==> src/rtl/dtc_pkg.sv <==
package dtc_pkg;
  typedef enum logic [1:0] {
    MODE_GEN  = 2'd0,
    MODE_CAP  = 2'd1,
    MODE_PWM  = 2'd2,
    MODE_GEN3 = 2'd3
  } mode_e;

  localparam int B_EN   = 0;
  localparam int B_DOWN = 1;
  localparam int B_ARLD = 2;
  localparam int B_IE   = 3;
  localparam int B_LOAD = 4;
  localparam int B_MODE = 5;
  localparam int B_FLAG = 7;
  localparam int CTRL_W = 8;

  localparam logic [1:0] IDX_CTRL = 2'd0;
  localparam logic [1:0] IDX_LOAD = 2'd1;
  localparam logic [1:0] IDX_CNT  = 2'd2;
endpackage

==> src/rtl/dtc_edge_sync.sv <==
module dtc_edge_sync #(
  parameter int STAGES = 2
) (
  input  logic clk,
  input  logic rst,
  input  logic din,
  output logic rise
);
  logic [STAGES:0] sr;

  always_ff @(posedge clk) begin
    if (rst) sr <= '0;
    else     sr <= {sr[STAGES-1:0], din};
  end

  assign rise = sr[STAGES-1] & ~sr[STAGES];
endmodule

==> src/rtl/dtc_pwm.sv <==
module dtc_pwm #(
  parameter int CW = 32
) (
  input  logic          clk,
  input  logic          rst,
  input  logic          active,
  input  logic [CW-1:0] cnt,
  input  logic [CW-1:0] high_time,
  output logic          pwm_q
);
  always_ff @(posedge clk) begin
    if (rst) pwm_q <= 1'b0;
    else     pwm_q <= active && (cnt < high_time);
  end
endmodule

==> src/rtl/dtc_channel.sv <==
module dtc_channel
  import dtc_pkg::*;
#(
  parameter int CW = 32
) (
  input  logic              clk,
  input  logic              rst,
  input  logic              ctrl_wr,
  input  logic              load_wr,
  input  logic              cnt_wr,
  input  logic [CW-1:0]     wdata,
  input  logic              cap_edge,
  input  logic              hold,
  output logic [CW-1:0]     cnt_q,
  output logic [CW-1:0]     load_q,
  output logic [CTRL_W-1:0] ctrl_rd,
  output logic              en_q,
  output logic              dn_q,
  output logic              arld_q,
  output logic              ie_q,
  output logic              flag_q,
  output mode_e             mode_q,
  output logic              gen_q,
  output logic              irq
);
  logic          terminal, run, evt, is_cap, is_pwm, is_gen, cap_hit, flag_set;
  logic [CW-1:0] cnt_step;

  always_comb begin
    terminal = dn_q ? (cnt_q == '0) : (cnt_q == '1);
    run      = en_q && !hold;
    evt      = run && terminal;
    cnt_step = dn_q ? cnt_q - CW'(1) : cnt_q + CW'(1);
    is_cap   = (mode_q == MODE_CAP);
    is_pwm   = (mode_q == MODE_PWM);
    is_gen   = !is_cap && !is_pwm;
    cap_hit  = is_cap && cap_edge;
    flag_set = (evt && !is_cap) || cap_hit;
  end

  always_ff @(posedge clk) begin
    if (rst) begin
      cnt_q  <= '0;
      load_q <= '0;
      en_q   <= 1'b0;
      dn_q   <= 1'b0;
      arld_q <= 1'b0;
      ie_q   <= 1'b0;
      flag_q <= 1'b0;
      mode_q <= MODE_GEN;
      gen_q  <= 1'b0;
    end else begin
      gen_q <= evt && is_gen;

      if (cnt_wr) begin
        cnt_q <= wdata;
      end else if (ctrl_wr && wdata[B_LOAD]) begin
        cnt_q <= load_q;
      end else if (run) begin
        if (terminal) begin
          if (arld_q)       cnt_q <= load_q;
          else if (!is_gen) cnt_q <= cnt_step;
        end else begin
          cnt_q <= cnt_step;
        end
      end

      if (evt && is_gen && !arld_q) en_q <= 1'b0;

      if (load_wr)      load_q <= wdata;
      else if (cap_hit) load_q <= cnt_q;

      if (ctrl_wr) begin
        en_q   <= wdata[B_EN];
        dn_q   <= wdata[B_DOWN];
        arld_q <= wdata[B_ARLD];
        ie_q   <= wdata[B_IE];
        mode_q <= mode_e'(wdata[B_MODE +: 2]);
      end

      if (flag_set)                      flag_q <= 1'b1;
      else if (ctrl_wr && wdata[B_FLAG]) flag_q <= 1'b0;
    end
  end

  assign irq     = flag_q & ie_q;
  assign ctrl_rd = {flag_q, mode_q, 1'b0, ie_q, arld_q, dn_q, en_q};
endmodule

==> src/rtl/dual_tmr_top.sv <==
module dual_tmr_top
  import dtc_pkg::*;
#(
  parameter int CW          = 32,
  parameter int SYNC_STAGES = 2
) (
  input  logic          clk,
  input  logic          rst,
  input  logic          bus_wr,
  input  logic          bus_rd,
  input  logic [2:0]    bus_addr,
  input  logic [CW-1:0] bus_wdata,
  output logic [CW-1:0] bus_rdata,
  input  logic [1:0]    cap_in,
  output logic [1:0]    gen_out,
  output logic          pwm_out,
  output logic [1:0]    irq
);
  localparam int NCH = 2;
  localparam int AW  = 3;

  logic [NCH-1:0]             ctrl_wr_v, load_wr_v, cnt_wr_v, cap_edge_v, hold_v;
  logic [NCH-1:0]             en_v, dn_v, arld_v, ie_v, flag_v, gen_v, irq_v;
  logic [NCH-1:0][CW-1:0]     cnt_v, load_v;
  logic [NCH-1:0][CTRL_W-1:0] ctrl_v;
  logic [NCH-1:0][1:0]        mode_v;
  logic                       pwm_pair, pwm_active;

  assign pwm_pair   = (mode_v[0] == MODE_PWM) && (mode_v[1] == MODE_PWM);
  assign pwm_active = pwm_pair && en_v[0];

  for (genvar i = 0; i < NCH; i++) begin : g_ch
    logic sel;
    mode_e mode_w;
    assign sel          = (bus_addr[AW-1] == 1'(i));
    assign ctrl_wr_v[i] = bus_wr && sel && (bus_addr[1:0] == IDX_CTRL);
    assign load_wr_v[i] = bus_wr && sel && (bus_addr[1:0] == IDX_LOAD);
    assign cnt_wr_v[i]  = bus_wr && sel && (bus_addr[1:0] == IDX_CNT);
    assign hold_v[i]    = (i == 1) ? pwm_pair : 1'b0;
    assign mode_v[i]    = mode_w;

    dtc_edge_sync #(.STAGES(SYNC_STAGES)) u_sync (
      .clk (clk),
      .rst (rst),
      .din (cap_in[i]),
      .rise(cap_edge_v[i])
    );

    dtc_channel #(.CW(CW)) u_chan (
      .clk     (clk),
      .rst     (rst),
      .ctrl_wr (ctrl_wr_v[i]),
      .load_wr (load_wr_v[i]),
      .cnt_wr  (cnt_wr_v[i]),
      .wdata   (bus_wdata),
      .cap_edge(cap_edge_v[i]),
      .hold    (hold_v[i]),
      .cnt_q   (cnt_v[i]),
      .load_q  (load_v[i]),
      .ctrl_rd (ctrl_v[i]),
      .en_q    (en_v[i]),
      .dn_q    (dn_v[i]),
      .arld_q  (arld_v[i]),
      .ie_q    (ie_v[i]),
      .flag_q  (flag_v[i]),
      .mode_q  (mode_w),
      .gen_q   (gen_v[i]),
      .irq     (irq_v[i])
    );
  end

  dtc_pwm #(.CW(CW)) u_pwm (
    .clk      (clk),
    .rst      (rst),
    .active   (pwm_active),
    .cnt      (cnt_v[0]),
    .high_time(load_v[1]),
    .pwm_q    (pwm_out)
  );

  always_ff @(posedge clk) begin
    if (rst) begin
      bus_rdata <= '0;
    end else if (bus_rd) begin
      unique case (bus_addr[1:0])
        IDX_CTRL: bus_rdata <= CW'(ctrl_v[bus_addr[AW-1]]);
        IDX_LOAD: bus_rdata <= load_v[bus_addr[AW-1]];
        IDX_CNT:  bus_rdata <= cnt_v[bus_addr[AW-1]];
        default:  bus_rdata <= '0;
      endcase
    end
  end

  assign gen_out = gen_v;
  assign irq     = irq_v;
endmodule

==> config.mk <==
export PLATFORM = sky130hd
export DESIGN_NAME = dual_tmr_top
export DESIGN_NICKNAME = d
export VERILOG_FILES = /design/src/rtl/dtc_pkg.sv /design/src/rtl/dtc_edge_sync.sv /design/src/rtl/dtc_pwm.sv /design/src/rtl/dtc_channel.sv /design/src/rtl/dual_tmr_top.sv
export SDC_FILE = /design/constraint.sdc
export NUM_CORES = 1
export LEC_CHECK = 0
export ABC_AREA = 1
export BUFFER_PORTS_ARGS = -buffer_cell sky130_fd_sc_hd__buf_2
export CAP_MARGIN = 10
export CORE_MARGIN = 2
export CORE_UTILIZATION = 45
export CTS_CLUSTER_SIZE = 14
export DETAILED_ROUTE_END_ITERATION = 7
export PLACE_DENSITY = 0.63
export SLEW_MARGIN = 20
export SYNTH_ARGS = -nofsm -noshare
export SYNTH_HDL_FRONTEND = slang
export SYNTH_SLANG_ARGS = --single-unit
==> constraint.sdc <==
create_clock -name clk -period 3.4 [get_ports clk]
set_input_delay 0.51 -clock clk [delete_from_list [all_inputs] [get_ports clk]]
set_output_delay 0.51 -clock clk [all_outputs]
set_load 0.005 [all_outputs]
==> flow_summary.json, run 1 <==
{
  "status": "finished, final reports clean",
  "synth_cells": 2696,
  "firstDrtPassIters": 7,
  "grt_pass1_vias": 15800,
  "path_class": "flip-flop to flip-flop",
  "power-per-cell-area_nw_per_um2": 320,
  "crit_chain": "buf_4 -> inv_1 -> nor2_1 -> nand3_1 -> nor2_1 -> nand2_1 -> nand2_2 -> nand2_4 -> nand2_4 -> inv_2 -> nand2_1 -> nand3_1 -> nand3_1 -> nand2_1 -> inv_1",
  "cts_made_buffers": 17,
  "ctsHoldBuffers": 0,
  "die-area_um2": 36600,
  "yosysSeqAreaShare_pct": 23.2,
  "antenna_found_initial": 0,
  "io_buffers": 77,
  "root_buffer": "clkbuf_16",
  "clk_pin_slew_worst_paths_ns": 0.08,
  "fillCellCount": 3730,
  "grt_usage_pct": 32.2,
  "drive_above_1_share_pct": 7.17,
  "floorplan.initialDensity_pct": 45.7,
  "relSlewSlack_pct": 26.9,
  "hp-class": "input port to flip-flop",
  "dp_hpwl_um": 46500,
  "min_period_over_period_pct": 84.3,
  "synth_cell_types": 44,
  "grt_max_degree": 85,
  "diodes": 0,
  "clock_skew_ns": 0.0140,
  "synth_seq_cells": 183,
  "finalMaxSlewViolations": 0,
  "gp_congestion": 0.984,
  "wl_per_cell_um": 18.6,
  "worst_pin_slew_ns": 1.10,
  "arrival_ns": 3.27,
  "power_mw": 5.46,
  "max_freq_mhz": 349,
  "die_h_um": 191,
  "critPathRequiredTime_ns": 3.81,
  "ir_worst_vdd_mv": 0.388,
  "wl_um": 59200,
  "area_growth_pct": 8.03,
  "io_pins": 78,
  "syn_nets": 2834,
  "ant_nets": 0,
  "drt-vias-per-instance": 5.56,
  "yosysTopAreaCellShare_pct": 23.2,
  "hold_ws_ns": 0.255,
  "cts_tree": "yes",
  "synthArstFlopShare_pct": 0,
  "dp_cells": 3144,
  "cpLargestDelayFamily": "simple AND/OR/NAND/NOR gates",
  "grt_pass1_wl_um": 90600,
  "synth_edf_count": 0,
  "clock_latency_ns": 0.46,
  "cts-resized-gates": 0,
  "path_max_fanout": 37,
  "num_rows": 68,
  "critPathCaptureType": "flip-flop",
  "slowest_stage": "dfxtp_1",
  "power_leakage_nw": 8.41,
  "setup_viol": 0,
  "clock_path_buffers": 2,
  "drcViolationCount": 0,
  "die_w_um": 191,
  "fin_nets": 2846,
  "critPathLaunchType": "flip-flop",
  "avgSynthCellArea_um2": 5.85,
  "core_area_um2": 34500,
  "path_buf_inv": 4,
  "grt_overflow": 0,
  "drt_iter0_drc": 1808,
  "stdcell_count": 3175,
  "yosysTopAreaCell": "dfxtp_1",
  "route.vias.total": 17600,
  "rsz0062_at_grt": "no",
  "ys_warn_count": 0,
  "cts_sinks": 183,
  "synth_area_um2": 15800,
  "setup_tns_ns": 0,
  "synth_top_cells_by_area": "dfxtp_1 23%, nand2_1 18%, a21oi_1 10%, inv_1 9.0%, ha_1 7.5%",
  "fin_crit_ns": 2.86,
  "post_cts_buffers": 0,
  "synthFlopType": "dfxtp_1",
  "finalHoldViolCount": 0,
  "maxCapViolations": 0,
  "max_stage_delay_ns": 0.76,
  "h-tree-depth": 4
}
-- state kept, by name (all words and copies together), names as in the netlist --
signal / cells
g_ch.u_chan.arld_q: 2
g_ch.u_chan.gen_q: 2
u_pwm.pwm_q: 1
g_ch.u_chan.en_q: 2
g_ch.u_chan.mode_q: 4
g_ch.u_chan.flag_q: 2
g_ch.u_chan.ie_q: 2
g_ch.u_chan.cnt_q: 64
g_ch.u_sync.sr: 6
g_ch.u_chan.dn_q: 2
g_ch.u_chan.load_q: 64
bus_rdata: 32
-- layout by cell type (no fill, tap or decap), types with 3 or more instances in the layout --
cell,n
nor3_1,5
nand2_1,741
a21oi_1,331
o21ai_1,8
ha_1,95
o211ai_1,23
nor2_4,5
nand3_1,192
a221oi_1,13
and3_1,4
inv_6,4
buf_12,3
o21ai_0,171
nor2_1,266
a41oi_1,8
a22oi_1,12
and2_1,5
bufinv_16,3
nor2_2,7
xor2_1,19
nand4_1,31
dfxtp_1,183
inv_1,379
buf_4,34
a21oi_2,13
inv_2,10
buf_2,76
o21bai_1,6
nand2_2,5
nand2_4,4
xnor2_1,6
or2_2,5
nand3b_1,13
clkbuf_16,17
-- report_power, final --
group          internal, mW  total, mW  leakage (nW)  switching, mW
clock network          1.19       2.16         0.290          0.967
registers              2.21       2.33          1.49          0.111
logic                 0.325      0.979          6.63          0.654
-- routing by layer --
layer	GRT usage [%]	wire length (um)	up-vias
li1	-	-	8740
met1	46.0	26700	8101
met2	49.8	26000	711
met3	3.93	4580	92
met4	11.0	1880	0
met5	0	0	-
-- synthesized netlist by cell type (all sizes together) (23+ instances only) --
library cell  instances
a21oi               344
buf                  46
clkbuf               74
dfxtp               183
ha                   95
inv                 391
nand2               750
nand3               192
nand4                31
nor2                280
o211ai               23
o21ai               179
-- path summary, 6_finish.rpt --
path | startpoint | endpoint | slack, ns | cells past startpoint
setup / recovery | g_ch[0].u_chan.dn_q | g_ch[0].u_chan.cnt_q[20] | 0.54 | 15
hold / removal | cap_in[1] | g_ch[1].u_sync.sr[0] | 0.26 | 3
setup reg to reg | g_ch[0].u_chan.dn_q | g_ch[0].u_chan.cnt_q[20] | 0.54 | 15
hold reg to reg | g_ch[0].u_sync.sr[0] | g_ch[0].u_sync.sr[1] | 0.41 | 2
-- cells by family after synthesis --
group | synth area share [%]
AND/OR/NAND/NOR | 33.9
AO/OA/AOI/OAI | 20.4
buffers and inverters | 13.3
flip-flops | 23.2
adder cells (fa/ha/maj) | 7.78
XOR/XNOR | 1.39
-- cell type report --
class / count / area, um2 / share of cell area, %
Multi-Input combinational cell: 2002 / 10000 / 58.9
Inverter: 391 / 1470 / 8.64
Clock inverter: 11 / 160 / 0.939
Timing Repair Buffer: 113 / 696 / 4.08
Clock buffer: 20 / 447 / 2.62
Sequential cell: 183 / 3660 / 21.5
Tap cell: 455 / 569 / 3.34
-- worst register-to-register path, delay by kind of cell (launching register included) --
family,cells,cell delay (ns)
AND/OR/NAND/NOR,11,1.40
buffers and inverters,4,0.64
flip-flops,1,0.76
-- stage by stage --
step / instance area [um2] / setup WS [ns] / util [%]
6_report: 17100 / 0.535 / 49.4
4_1_cts: 17100 / 0.583 / 49.4
3_5_place_dp: 16400 / 0.624 / 47.6
2_1_floorplan: 15800 / 0.946 / -
5_1_grt: 17100 / 0.245 / 49.4
3_3_place_gp: 16400 / 0.688 / 47.6
Note: power is estimated with default switching activity, not from simulation.
==> inputs of run 2 (changes only) <==
==> constraint.sdc (replaced) <==
create_clock -name clk -period 2.9 [get_ports clk]
set_input_delay 0.435 -clock clk [delete_from_list [all_inputs] [get_ports clk]]
set_output_delay 0.435 -clock clk [all_outputs]
set_load 0.005 [all_outputs]
==> flow_summary.json, run 2 (same netlist as run 1, synthesis figures left out) <==
{
  "worst_pin_slew_ns": 0.889,
  "rsz0062_at_grt": "no",
  "reg.largest.list": "g_ch.u_chan.cnt_q x64, g_ch.u_chan.load_q x64, bus_rdata x32",
  "hold_start": "cap_in[0]",
  "cts_sinks": 183,
  "antenna_found_initial": 0,
  "wl_per_cell_um": 19.0,
  "hp-class": "input port to flip-flop",
  "cts_made_buffers": 17,
  "grt_overflow": 0,
  "ir_worst_vdd_mv": 0.383,
  "setup_slack_ns": 0.174,
  "clock_latency_ns": 0.46,
  "pre_cts_slack_ns": 0.0646,
  "fin_nets": 2865,
  "max_stage_delay_ns": 0.40,
  "drive_above_1_share_pct": 7.88,
  "drt-vias-per-instance": 5.50,
  "power-per-cell-area_nw_per_um2": 367,
  "wl_um": 60800,
  "ctsHoldBuffers": 0,
  "io_pins": 78,
  "root_buffer": "clkbuf_16",
  "crit_top_cell": "nand2_1",
  "grt_usage_pct": 33.1,
  "ant_nets": 0,
  "grt_pass1_vias": 16100,
  "die_h_um": 191,
  "cts-resized-gates": 0,
  "die_w_um": 191,
  "finalHoldViolCount": 0,
  "h-tree-depth": 4,
  "max_freq_mhz": 367,
  "critPathCaptureType": "flip-flop",
  "power_leakage_nw": 8.53,
  "core_area_um2": 34500,
  "r2r-start": "g_ch[0].u_chan.dn_q",
  "num_rows": 68,
  "grt_max_degree": 104,
  "fin_util_pct": 50.0,
  "setup_viol": 0,
  "maxCapViolations": 0,
  "drcViolationCount": 0,
  "status": "finished, final reports clean",
  "critPathLaunch": "g_ch[0].u_chan.dn_q",
  "min_period_over_period_pct": 94.0,
  "drt_iter0_drc": 1844,
  "clock_skew_ns": 0.0180,
  "finalMaxSlewViolations": 0,
  "fillCellCount": 3831,
  "diodes": 0,
  "relSlewSlack_pct": 40.2,
  "crit_chain": "buf_12 -> ha_1 -> nand2_1 -> nor2_1 -> inv_1 -> nor2_2 -> nand4_1 -> nand4_1 -> nand3_1 -> nand2_1 -> nand2_1 -> a21oi_1",
  "clock_path_buffers": 2,
  "critPathLaunchType": "flip-flop",
  "firstDrtPassIters": 6,
  "floorplan.initialDensity_pct": 45.7,
  "path_class": "flip-flop to flip-flop",
  "setup_tns_ns": 0,
  "fin_crit_ns": 2.73,
  "path_max_fanout": 20,
  "dp_hpwl_um": 48300,
  "gp_congestion": 0.961,
  "io_buffers": 77,
  "area_growth_pct": 9.32,
  "cts_tree": "yes",
  "clk_pin_slew_worst_paths_ns": 0.08,
  "critPathRequiredTime_ns": 3.28,
  "grt_pass1_wl_um": 92700,
  "layout_common_cells": "741 x nand2_1, 379 x inv_1, 331 x a21oi_1",
  "arrival_ns": 3.10,
  "die-area_um2": 36600,
  "post_cts_buffers": 0,
  "slowest_stage": "dfxtp_1",
  "route.vias.total": 17600,
  "layout.cells.most_common": "nand2_1"
}
-- run 2: changes by cell type in the layout (fill, tap and decap cells not counted) --
cell        previous run  this run
nor2_1               266       264
bufinv_16              3         2
clkinvlp_4             2         0
buf_12                 3         9
clkinv_2               0         1
clkbuf_1               2         3
buf_4                 34        47
clkinv_4               1         3
nor2_2                 7         9
-- run 2: worst paths after layout --
path,end,slack [ns],cells past startpoint
worst max-delay path,g_ch[0].u_chan.cnt_q[19],0.17,12
worst min-delay path,g_ch[0].u_sync.sr[0],0.19,3
worst max register to register,g_ch[0].u_chan.cnt_q[19],0.17,12
worst min register to register,g_ch[0].u_sync.sr[1],0.41,2
-- run 2: area by class of cell --
type	count	area [um2]	share of cell area (%)
Clock buffer	21	450	2.61
Clock inverter	11	138	0.798
Inverter	391	1470	8.53
Multi-Input combinational cell	2002	10000	58.2
Sequential cell	183	3660	21.2
Tap cell	455	569	3.30
Timing Repair Buffer	132	913	5.29
-- run 2: worst max-delay path: cells and delay by family (launching register included) --
family,cells,cell delay [ns]
AOI/OAI and AO/OA,1,0.11
DFF,1,0.40
buffers and inverters,2,0.30
and+or+nand+nor,8,1.46
adders and majority gates,1,0.37
-- run 2: per-stage QoR --
step | hold slack [ns] | power, mW | instance area [um2] | std cells
finish | 0.186 | 6.34 | 17300 | 3195
global route | 0.179 | 6.60 | 17300 | 3195
CTS | 0.175 | 6.33 | 17300 | 3195
detailed placement | 0.403 | 3.92 | 16700 | 3163
global placement | 0.390 | 3.91 | 16700 | 3163
floorplan | 0.388 | 3.49 | 15800 | 2696
-- run 2: report_power, final --
part / switching, mW / total [mW] / internal [mW]
registers: 0.117 / 2.71 / 2.60
clock network: 1.13 / 2.45 / 1.32
logic: 0.778 / 1.17 / 0.397
total: 2.03 / 6.34 / 4.31
-- run 2: layer usage --
metal | vias to the layer above | global-route usage, % | wire length [um]
met4 | 0 | 12.9 | 2250
met5 | - | 0 | 0
met2 | 648 | 52.2 | 27000
met1 | 8061 | 45.7 | 27300
li1 | 8783 | - | -
met3 | 86 | 4.39 | 4260
